===== config.mk =====
export PLATFORM = sky130hd
export DESIGN_NAME = cdra_adder
export DESIGN_NICKNAME = d
export VERILOG_FILES = /design/src/rtl/cdra_pkg.sv /design/src/rtl/cdra_gkp.sv /design/src/rtl/cdra_rails.sv /design/src/rtl/cdra_done.sv /design/src/rtl/cdra_adder.sv
export SDC_FILE = /design/constraint.sdc
export NUM_CORES = 1
export LEC_CHECK = 0
export ABC_CLOCK_PERIOD_IN_PS = 3100
export BUFFER_PORTS_ARGS = -buffer_cell sky130_fd_sc_hd__buf_2
export CORE_ASPECT_RATIO = 0.7
export CORE_MARGIN = 5
export CORE_UTILIZATION = 47
export CTS_CLUSTER_SIZE = 25
export DETAILED_ROUTE_END_ITERATION = 7
export PLACE_DENSITY = 0.73
export SLEW_MARGIN = 5
export SYNTH_ARGS = -nofsm -noshare
export SYNTH_HDL_FRONTEND = slang
export SYNTH_SLANG_ARGS = --single-unit

===== constraint.sdc =====
create_clock -name clk -period 3.1 [get_ports clk]
set_input_delay 0.465 -clock clk [delete_from_list [all_inputs] [get_ports clk]]
set_output_delay 0.465 -clock clk [all_outputs]
set_load 0.02 [all_outputs]

===== src/rtl/cdra_pkg.sv =====
package cdra_pkg;
  typedef struct packed {
    logic one;
    logic zero;
  } rail_t;

  function automatic logic rail_known(rail_t r);
    return r.one | r.zero;
  endfunction
endpackage


===== src/rtl/cdra_gkp.sv =====
module cdra_gkp #(
  parameter int WIDTH = 16
) (
  input  logic [WIDTH-1:0] opa,
  input  logic [WIDTH-1:0] opb,
  output logic [WIDTH-1:0] gen,
  output logic [WIDTH-1:0] kill,
  output logic [WIDTH-1:0] prop
);
  for (genvar i = 0; i < WIDTH; i++) begin : g_bit
    assign gen[i]  = opa[i] & opb[i];
    assign kill[i] = ~opa[i] & ~opb[i];
    assign prop[i] = opa[i] ^ opb[i];
  end
endmodule


===== src/rtl/cdra_rails.sv =====
module cdra_rails
  import cdra_pkg::*;
#(
  parameter int WIDTH = 16
) (
  input  logic             clk,
  input  logic             rst_n,
  input  logic             start,
  input  logic             cin,
  input  logic [WIDTH-1:0] gen,
  input  logic [WIDTH-1:0] kill,
  input  logic [WIDTH-1:0] prop,
  output rail_t [WIDTH:0]  rails
);
  rail_t [WIDTH:0] rails_q, rails_d;

  always_comb begin
    rails_d = rails_q;
    if (start) begin
      rails_d[0] = '{one: cin, zero: ~cin};
      for (int i = 0; i < WIDTH; i++) begin
        rails_d[i+1] = '{one: gen[i], zero: kill[i]};
      end
    end else begin
      for (int i = 0; i < WIDTH; i++) begin
        if (prop[i] && !rail_known(rails_q[i+1])) begin
          rails_d[i+1] = rails_q[i];
        end
      end
    end
  end

  always_ff @(posedge clk or negedge rst_n) begin
    if (!rst_n) begin
      rails_q <= '0;
    end else begin
      rails_q <= rails_d;
    end
  end

  assign rails = rails_q;

  assert_cin_load_R2: assert property (@(posedge clk) disable iff (!rst_n)
    start |=> (rails_q[0].one == $past(cin)) && (rails_q[0].zero == !$past(cin)));

  for (genvar i = 0; i < WIDTH; i++) begin : g_chk
    assert_gen_first_R1: assert property (@(posedge clk) disable iff (!rst_n)
      (start && gen[i]) |=> (rails_q[i+1].one && !rails_q[i+1].zero));
    assert_kill_first_R1: assert property (@(posedge clk) disable iff (!rst_n)
      (start && kill[i]) |=> (rails_q[i+1].zero && !rails_q[i+1].one));
    assert_copy_below_R4: assert property (@(posedge clk) disable iff (!rst_n)
      (!start && prop[i] && !rail_known(rails_q[i+1])) |=> (rails_q[i+1] == $past(rails_q[i])));
  end

  for (genvar j = 0; j <= WIDTH; j++) begin : g_pos
    assert_rails_exclusive_R3: assert property (@(posedge clk) disable iff (!rst_n)
      !(rails_q[j].one && rails_q[j].zero));
    assert_resolved_hold_R4: assert property (@(posedge clk) disable iff (!rst_n)
      (!start && rail_known(rails_q[j])) |=> $stable(rails_q[j]));
  end
endmodule


===== src/rtl/cdra_done.sv =====
module cdra_done
  import cdra_pkg::*;
#(
  parameter int WIDTH = 16
) (
  input  logic            clk,
  input  logic            rst_n,
  input  logic            start,
  input  rail_t [WIDTH:0] rails,
  output logic            done
);
  logic [WIDTH:0] known;
  logic           armed_q, armed_d;

  for (genvar j = 0; j <= WIDTH; j++) begin : g_known
    assign known[j] = rail_known(rails[j]);
  end

  always_comb begin
    armed_d = armed_q | start;
  end

  always_ff @(posedge clk or negedge rst_n) begin
    if (!rst_n) begin
      armed_q <= 1'b0;
    end else begin
      armed_q <= armed_d;
    end
  end

  assign done = armed_q & (&known);

  assert_done_holds_R10: assert property (@(posedge clk) disable iff (!rst_n)
    (done && !start) |=> done);
  assert_done_needs_all_R5: assert property (@(posedge clk) disable iff (!rst_n)
    done |-> ($countones(known) == WIDTH + 1));
endmodule


===== src/rtl/cdra_adder.sv =====
module cdra_adder
  import cdra_pkg::*;
#(
  parameter int WIDTH = 16
) (
  input  logic             clk,
  input  logic             rst_n,
  input  logic             start,
  input  logic [WIDTH-1:0] x_in,
  input  logic [WIDTH-1:0] y_in,
  input  logic             cin,
  output logic [WIDTH-1:0] sum,
  output logic             cout,
  output logic             ovf,
  output logic             done
);
  localparam int MSB = WIDTH - 1;

  logic [1:0]       rst_sync_q;
  logic             rst_int_n;
  logic [WIDTH-1:0] x_q, y_q, x_d, y_d;
  logic [WIDTH-1:0] opa, opb;
  logic [WIDTH-1:0] gen, kill, prop;
  logic [WIDTH-1:0] carry_in_bit;
  rail_t [WIDTH:0]  rails;
  logic             done_w;

  always_ff @(posedge clk or negedge rst_n) begin
    if (!rst_n) begin
      rst_sync_q <= 2'b00;
    end else begin
      rst_sync_q <= {rst_sync_q[0], 1'b1};
    end
  end
  assign rst_int_n = rst_sync_q[1];

  always_comb begin
    x_d = x_q;
    y_d = y_q;
    if (start) begin
      x_d = x_in;
      y_d = y_in;
    end
  end

  always_ff @(posedge clk or negedge rst_int_n) begin
    if (!rst_int_n) begin
      x_q <= '0;
      y_q <= '0;
    end else begin
      x_q <= x_d;
      y_q <= y_d;
    end
  end

  assign opa = start ? x_in : x_q;
  assign opb = start ? y_in : y_q;

  cdra_gkp #(.WIDTH(WIDTH)) u_gkp (
    .opa (opa), .opb (opb), .gen (gen), .kill (kill), .prop (prop)
  );

  cdra_rails #(.WIDTH(WIDTH)) u_rails (
    .clk (clk), .rst_n (rst_int_n), .start (start), .cin (cin),
    .gen (gen), .kill (kill), .prop (prop), .rails (rails)
  );

  cdra_done #(.WIDTH(WIDTH)) u_done (
    .clk (clk), .rst_n (rst_int_n), .start (start), .rails (rails), .done (done_w)
  );

  for (genvar i = 0; i < WIDTH; i++) begin : g_sum
    assign carry_in_bit[i] = rails[i].one;
  end

  assign done = done_w;
  assign sum  = done_w ? (x_q ^ y_q ^ carry_in_bit) : '0;
  assign cout = done_w & rails[WIDTH].one;
  assign ovf  = done_w & (rails[WIDTH].one ^ rails[MSB].one);

  assert_no_overflow_R8: assert property (@(posedge clk) disable iff (!rst_int_n)
    done |-> (ovf == ((x_q[MSB] == y_q[MSB]) && (sum[MSB] != x_q[MSB]))));
  assert_quiet_idle_R9: assert property (@(posedge clk) disable iff (!rst_int_n)
    !done |-> (sum == '0 && !cout && !ovf));
endmodule


==> metrics.md, run 1 <==
| Metric | Value |
|---|---|
| Cell Count Post-Placement | 521 |
| Setup bufs post-CTS | 0 |
| Max VDD drop | 0.394 mV |
| Met2 GRT Util | 24.9% |
| Top-count cell post-synth | dfrtp_1 |
| Io pins | 55 |
| Post-synthesis cell count | 374 |
| CTS tree | built |
| Vias per cell | 5.07 |
| Die height | 84.7 um |
| Placed cell areas | 4150 sq um |
| Starting density of the core | 48.0% |
| Min Hold Slack | 213 ps |
| Req. time, crit path | 2630 ps |
| Pre-CTS setup slack | 728 ps |
| Total wire length | 7750 um |
| GRT busiest layer | met2 |
| Detailed Place HPWL | 5780 um |
| Max_cap viols | 0 |
| Grt met3 use | 5.33% |
| Number of synthesized flops with an enable pin | 0 |
| Met1 usage | 23.8% |
| 1st-pass router iterations | 4 |
| R2R cell count | 4 |
| RSZ-0062 raised after global routing | false |
| Post-synth ARST share | 100% |
| Post-synth top area cell | dfrtp_1 |
| Internal reg-to-reg setup slack | 1790 ps |
| FF-to-FF Start | x_q[3]$_DFF_PN0_ |
| Setup TNS | 0 ps |
| Syn_area_per_cell | 10.0 sq um |
| Clock transition at path regs | 50 ps |
| Syn_nets | 442 |
| Main flop type after synthesis | dfrtp_1 |
| Yosys warnings | 0 |
| Slew Viols, Final | 0 |
| Total CTS buffers | 9 |
| Non-filler cells, final | 538 |
| Core footprint | 7800 sq um |
| Tot GR Track Use | 16.7% |
| First-pass GRT wire length | 13100 um |
| DRC violations left | 0 |
| Initial antenna violation count | 0 |
| # rows | 27 |
| Final period utilization | 87.3% |
| Clock Skew | 5.01 ps |
| Post-synthesis sequential area ratio | 46.1% |
| Tmin final | 2710 ps |
| Final Hold Violating Endpoints | 0 |
| Area Overhead vs Synth | 18.1% |
| CP Class | reg -> out |
| Crit start category | flip-flop |
| Clock Latency Late Sink | 330 ps |
| DRT iter0 DRCs | 150 |
| FMAX | 369 MHz |
| Routed length per instance | 14.4 um |
| Post-synth cell types | 23 |
| Post-synth top area share | 46.1% |
| Worst min-delay path category | reg -> async |
| GP Congestion | 0.748 |
| Layout cells sized above 1 | 18.3% |
| Crit path to | sum[5] |
| Post-Syn Area | 3750 sq um |
| H-tree depth | 3 |
| Grt total ovfl | 0 |
| CTS Root Buffer Type | clkbuf_16 |
| Antenna Cells | 0 |
| Vias in the first global route | 2729 |
| CP arrival | 2240 ps |
| Commonest cells in the netlist | dfrtp_1, inv_1, o21ai_0 |
| Status | completed |
| Routed vias | 2730 |
| Yosys reg bits | 69 |
| Die area | 9890 sq um |
| Die X-Extent | 117 um |
| Leakage | 0.00227 uW |
| Cts repair resizes | 0 |
| Crit path from | u_rails.rails[7]$_DFFE_PN0P_ |
| Maximum number of pins on one net before global-route repair | 42 |
| Setup WS post-layout | 393 ps |
| Clk buf depth | 2 |
| Top cells by area, synth | dfrtp_1, ha_1, mux2i_1 |
| Worst reg2reg endpoint | u_rails.rails[8]$_DFFE_PN0P_ |
| CTS sink count | 69 |
| Power Density | 584 nW/um^2 |
| Fin area | 4430 sq um |
| Port Buffers | 54 |
| Crit path capture type | output port |
| Final setup viols | 0 |
| Post-DRT Antenna Nets | 0 |
| Final-stage net count | 500 |
| Worst-path maximum fanout | 9 |
-- worst min path at each step --
stage	start	end	slack, ps	cells after the start
final	rst_sync_q[1]$_DFF_PN0_	y_q[3]$_DFF_PN0_	210	0
after global routing	rst_sync_q[1]$_DFF_PN0_	y_q[3]$_DFF_PN0_	270	0
after CTS	rst_sync_q[1]$_DFF_PN0_	y_q[3]$_DFF_PN0_	230	0
after detailed placement	rst_sync_q[1]$_DFF_PN0_	y_q[3]$_DFF_PN0_	230	0
after global placement	rst_sync_q[1]$_DFF_PN0_	x_q[3]$_DFF_PN0_	220	0
after floorplan	rst_n	rst_sync_q[0]$_DFF_PN0_	170	0
-- sequential cells by signal (all words and copies together) (netlist names) --
| register | cells |
|---|---|
| rst_sync_q | 2 |
| u_done.armed_q | 1 |
| u_rails.rails | 34 |
| x_q | 16 |
| y_q | 16 |
-- layer usage --
layer  share of wire (%)  wire, um  up-vias
li1                    -         -     1359
met1                  49      3800     1306
met2                  45      3460       58
met3                 5.4       416        7
met4                0.84        65        0
met5                   0         0        -
-- logic make-up (layout without fill, tap and decap cells) --
group | after synthesis | count (layout) | share of synthesized area, %
buf+inv | 77 | 140 | 8.01
xor+xnor | 33 | 33 | 7.71
flops | 69 | 69 | 46.1
other cells | 1 | 1 | 0.100
simple gates | 55 | 55 | 6.64
mux | 33 | 33 | 8.85
fa+ha+maj | 32 | 32 | 10.7
compound gates | 74 | 74 | 11.9
-- stage by stage --
stage	util (%)	power [uW]
floorplan	-	1530
global placement	53.1	1660
detailed placement	53.1	1680
CTS	56.7	2600
global route	56.7	2740
finish	56.7	2580
-- worst max-delay path: stages (launching register included) --
cell	delay, ps
dfrtp_1	450
o22ai_1	160
a221oi_2	380
nand3_2	340
nor3_1	360
buf_2	230
-- area by class of cell --
| cell class | count | area, sq um |
|---|---|---|
| Multi-Input combinational cell | 228 | 1720 |
| Tap cell | 101 | 126 |
| Clock buffer | 12 | 246 |
| Clock inverter | 4 | 23.8 |
| Fill cell | 686 | 3380 |
| Sequential cell | 69 | 1730 |
| Timing Repair Buffer | 59 | 338 |
| Inverter | 65 | 244 |
-- report_power, final --
group | switching (uW) | internal [uW] | total [uW]
combinational | 272 | 237 | 510
clock | 356 | 560 | 916
sequential | 136 | 1020 | 1160
total | 765 | 1820 | 2580
-- cells in the final DEF, fill, tap and decap left out --
cell type,n
a21oi_1,1
a221oi_2,3
a31oi_1,32
buf_12,2
buf_2,53
buf_4,3
clkbuf_1,2
clkbuf_16,9
clkbuf_8,1
clkinv_2,3
clkinv_4,1
conb_1,1
dfrtp_1,68
dfrtp_2,1
dlygate4sd3_1,1
ha_1,32
inv_1,65
mux2_2,1
mux2i_1,32
nand2_1,32
nand3_2,1
nand4b_4,1
nor2_1,10
nor3_1,9
o21ai_0,33
o22ai_1,5
or2_2,1
or3_1,1
xnor2_1,18
xor2_1,15
-- repair_timing --
action	in CTS	in global routing
hold endpoints to repair	2	0
hold buffers	1	0
endpoints found under the setup margin	0	0
Power figures use the tool's default switching activity.
==> inputs of run 2 (changes only) <==
- BUFFER_PORTS_ARGS: -buffer_cell sky130_fd_sc_hd__buf_2 -> default
- DONT_BUFFER_PORTS: default -> 1
- PLACE_DENSITY: 0.73 -> 0.67
==> metrics.md, run 2 (synthesized netlist as in run 1, its figures left out) <==
| Metric | Value |
|---|---|
| FMAX | 359 MHz |
| R2R cell count | 4 |
| Final period utilization | 89.8% |
| P_int | 1810 uW |
| Initial antenna violation count | 0 |
| FF-to-FF Start | x_q[3]$_DFF_PN0_ |
| Routed vias | 2530 |
| CTS tree | built |
| Area Overhead vs Synth | 11.5% |
| Worst-path maximum fanout | 10 |
| Vias per cell | 5.17 |
| Seq pwr share | 45.7% |
| Setup bufs post-CTS | 0 |
| Sw Pwr | 718 uW |
| Clock Power Share | 36.0% |
| Setup TNS | 0 ps |
| Core footprint | 7800 sq um |
| Max_slew headroom | 61.4% |
| Hold Path Stages | 1 |
| Layout cells sized above 1 | 8.25% |
| Die X-Extent | 117 um |
| Routed length per instance | 15.8 um |
| Power Density | 606 nW/um^2 |
| Slew Viols, Final | 0 |
| Combinational power share | 18.3% |
| CTS sink count | 69 |
| Total wire length | 7700 um |
| Antenna Cells | 0 |
| Io pins | 55 |
| RSZ-0062 raised after global routing | false |
| Crit path capture type | output port |
| Detailed Place HPWL | 5630 um |
| Met1 usage | 24.9% |
| Most common cell after layout, fill and taps aside | dfrtp_1 |
| Req. time, crit path | 2630 ps |
| Final Hold Violating Endpoints | 0 |
| Internal reg-to-reg setup slack | 1780 ps |
| # rows | 27 |
| Max reg flops | 34 |
| Grt total ovfl | 0 |
| Clock transition at path regs | 50 ps |
| Die area | 9890 sq um |
| DRC violations left | 0 |
| H-tree depth | 3 |
| Tot GR Track Use | 16.7% |
| Worst min-delay path category | in -> reg |
| Net Sw Frac | 28.4% |
| Max_cap viols | 0 |
| Met2 GRT Util | 22.6% |
| Grt met3 use | 6.48% |
| Max VDD drop | 0.316 mV |
| Min-delay src | cin |
| CP Class | reg -> out |
| GP Congestion | 0.817 |
| Worst slew pin tran | 579 ps |
| Crit start category | flip-flop |
| Post-DRT Antenna Nets | 0 |
| Leakage | 0.00206 uW |
| Commonest cells after routing, fill and taps aside | dfrtp_1, inv_1, o21ai_0 |
| Clk buf depth | 2 |
| Clock Latency Late Sink | 320 ps |
| Vias in the first global route | 2607 |
| Clock Skew | 6.91 ps |
| Port Buffers | 0 |
| Final-stage net count | 453 |
| Maximum number of pins on one net before global-route repair | 101 |
| Fin area | 4180 sq um |
| Die height | 84.7 um |
| 1st-pass router iterations | 4 |
| CTS Root Buffer Type | clkbuf_16 |
| Final setup viols | 0 |
| Total CTS buffers | 9 |
| Status | completed |
| CP arrival | 2320 ps |
| Crit path from | u_rails.rails[29]$_DFFE_PN0P_ |
| DRT iter0 DRCs | 194 |
| Starting density of the core | 48.0% |
| Tmin final | 2780 ps |
| GRT busiest layer | met1 |
| First-pass GRT wire length | 13000 um |
| Fillers | 701 |
| Placed cell areas | 3900 sq um |
==> run 2: per-layer routing <==
layer,wire (um),vias to the layer above
li1,-,1263
met1,3940,1194
met2,3180,69
met3,511,4
met4,65,0
met5,0,-
==> run 2: area by class of cell <==
class,instances,area (sq um),area share (%)
Clock buffer,12,256,6.14
Clock inverter,2,10.0,0.240
Inverter,65,244,5.84
Multi-Input combinational cell,228,1720,41.2
Sequential cell,69,1730,41.4
Tap cell,101,126,3.02
Timing Repair Buffer,12,92.6,2.22
==> run 2: stage by stage <==
stage          setup slack (ps)  std cells  power (uW)  utilization (%)  hold slack, ps
2_1_floorplan              1040        374        1530                -             169
3_3_place_gp                722        474        1610             50.0             169
3_5_place_dp                631        474        1630             50.0             169
4_1_cts                     277        489        2560             53.5             218
5_1_grt                     227        489        2690             53.5             216
6_report                    318        489        2530             53.5             231
==> run 2: power by group through the flow <==
stage                     combinational [uW]  clock, uW  sequential, uW
final                                    462        911            1160
after global routing                     533        977            1180
after CTS                                467        934            1160
after detailed placement                 459          0            1170
after global placement                   448          0            1160
after floorplan                          392          0            1140
==> run 2: path summary, 6_finish.rpt <==
check / end
max: sum[0]
min: u_rails.rails[0]$_DFFE_PN0P_
max reg2reg: u_rails.rails[9]$_DFFE_PN0P_
min reg2reg: u_rails.rails[7]$_DFFE_PN0P_
max in group asynchronous: u_rails.rails[19]$_DFFE_PN0P_
min in group asynchronous: u_rails.rails[7]$_DFFE_PN0P_
==> run 2: repair_timing <==
item,in CTS,in global routing
hold endpoints to repair,2,0
hold buffers,1,0
gates resized for setup,0,0
==> run 2: worst max-delay path, stage by stage, from the launching register on <==
cell and delay (ps):
dfrtp_1 430, o22ai_1 110, or3_1 600, nand4b_4 420, nor2_1 420
==> inputs of run 3 (changes only) <==
- ABC_CLOCK_PERIOD_IN_PS: 3100 -> 3000
- clock period: 3.1 -> 3 ns (I/O delays scaled with it)
==> metrics.md, run 3 (synthesized netlist as in run 1, its figures left out) <==
| Metric | Value |
|---|---|
| Placed cell areas | 3910 sq um |
| Die X-Extent | 117 um |
| Final Hold Violating Endpoints | 0 |
| Total CTS buffers | 9 |
| Status | completed |
| Tot GR Track Use | 16.5% |
| Clock Latency Late Sink | 330 ps |
| CTS sink count | 69 |
| Worst slew pin tran | 780 ps |
| Setup bufs post-CTS | 0 |
| Maximum number of pins on one net before global-route repair | 101 |
| Max reg flops | 34 |
| CTS Root Buffer Type | clkbuf_16 |
| Routed vias | 2555 |
| Fin area | 4210 sq um |
| Core footprint | 7800 sq um |
| Total wire length | 7700 um |
| Area Overhead vs Synth | 12.4% |
| Leakage | 0.00207 uW |
| Max_slew headroom | 48.0% |
| Max VDD drop | 0.344 mV |
| Req. time, crit path | 2550 ps |
| Crit start category | flip-flop |
| Grt total ovfl | 0 |
| FF-to-FF Start | x_q[8]$_DFF_PN0_ |
| Worst min-delay path category | in -> reg |
| Die area | 9890 sq um |
| Most common cell after layout, fill and taps aside | dfrtp_1 |
| Vias in the first global route | 2518 |
| # rows | 27 |
| Setup TNS | 0 ps |
| Final-stage net count | 454 |
| Final core occ | 54.0% |
| R2R cell count | 4 |
| Detailed Place HPWL | 5470 um |
| DRC violations left | 0 |
| Die height | 84.7 um |
| Slew Viols, Final | 0 |
| FMAX | 385 MHz |
| Routed length per instance | 15.7 um |
| CP Class | reg -> out |
| Max_cap viols | 0 |
| Crit path capture type | output port |
| Min Hold Slack | 206 ps |
| Crit path from | u_rails.rails[21]$_DFFE_PN0P_ |
| Port Buffers | 0 |
| Final period utilization | 86.6% |
| Vias per cell | 5.19 |
| Min-delay src | cin |
| Post-DRT Antenna Nets | 0 |
| Worst-path maximum fanout | 9 |
| Io pins | 55 |
| Tmin final | 2600 ps |
| Clk buf depth | 2 |
| Layout cells sized above 1 | 9.21% |
| Starting density of the core | 48.0% |
| CTS tree | built |
| DRT iter0 DRCs | 151 |
| Initial antenna violation count | 0 |
| Hold Path Stages | 1 |
| Final setup viols | 0 |
| Commonest cells after routing, fill and taps aside | dfrtp_1, inv_1, o21ai_0 |
| 1st-pass router iterations | 4 |
| Power Density | 641 nW/um^2 |
| Fillers | 678 |
| Antenna Cells | 0 |
| RSZ-0062 raised after global routing | false |
| Clock Skew | 6.84 ps |
| GP Congestion | 0.779 |
| Clock transition at path regs | 60 ps |
| CP arrival | 2150 ps |
| First-pass GRT wire length | 12700 um |
| H-tree depth | 3 |
[run 3: cell types whose count changed in the layout (fill, tap and decap cells not counted)]
cell and delta:
clkbuf_8 -2, clkinv_2 +2, buf_4 +1, bufinv_16 +1, clkbuf_1 -1, clkinv_4 +1
clkinvlp_4 +1
[run 3: cell type report]
cell class / instances / area (sq um) / area share (%)
Timing Repair Buffer: 13 / 100 / 2.38
Inverter: 65 / 244 / 5.79
Clock buffer: 9 / 225 / 5.35
Multi-Input combinational cell: 228 / 1720 / 40.9
Tap cell: 101 / 126 / 3.00
Clock inverter: 7 / 66.3 / 1.58
Sequential cell: 69 / 1730 / 41.0
[run 3: layer usage]
layer | share of wire, % | track usage [%] | up-vias
met5 | 0 | 0 | -
met3 | 6.8 | 5.48 | 10
met2 | 40 | 20.9 | 72
met4 | 1.7 | 5.83 | 0
met1 | 52 | 25.7 | 1209
li1 | - | - | 1264
[run 3: worst paths after layout]
path | end | slack [ps]
hold reg to reg | u_rails.rails[3]$_DFFE_PN0P_ | 350
max in group asynchronous | u_rails.rails[20]$_DFFE_PN0P_ | 1750
setup reg to reg | u_rails.rails[19]$_DFFE_PN0P_ | 1700
hold / removal | u_rails.rails[0]$_DFFE_PN0P_ | 210
min in group asynchronous | u_rails.rails[3]$_DFFE_PN0P_ | 350
setup / recovery | sum[2] | 400
[run 3: worst max-delay path, stage by stage, from the launching register on]
cell	delay (ps)
dfrtp_1	430
inv_1	110
a221oi_2	390
nand3_2	370
nor3_1	330
buf_4	190
[run 3: power breakdown]
group	internal (uW)	switching (uW)
Clock	638	391
Sequential	1060	141
Combinational	227	248
[run 3: what timing repair did]
action / 4_1_cts / 5_1_grt
setup endpoints to repair: 0 / 0
gates resized for setup: 0 / 0
hold buffers: 1 / 0
endpoints found under the hold margin: 2 / 0
[run 3: stage by stage]
stage | power (uW) | setup slack, ps | cells
finish | 2700 | 401 | 492
global route | 2860 | 245 | 492
global placement | 1670 | 785 | 475
CTS | 2730 | 424 | 492
floorplan | 1580 | 936 | 374
detailed placement | 1680 | 793 | 475
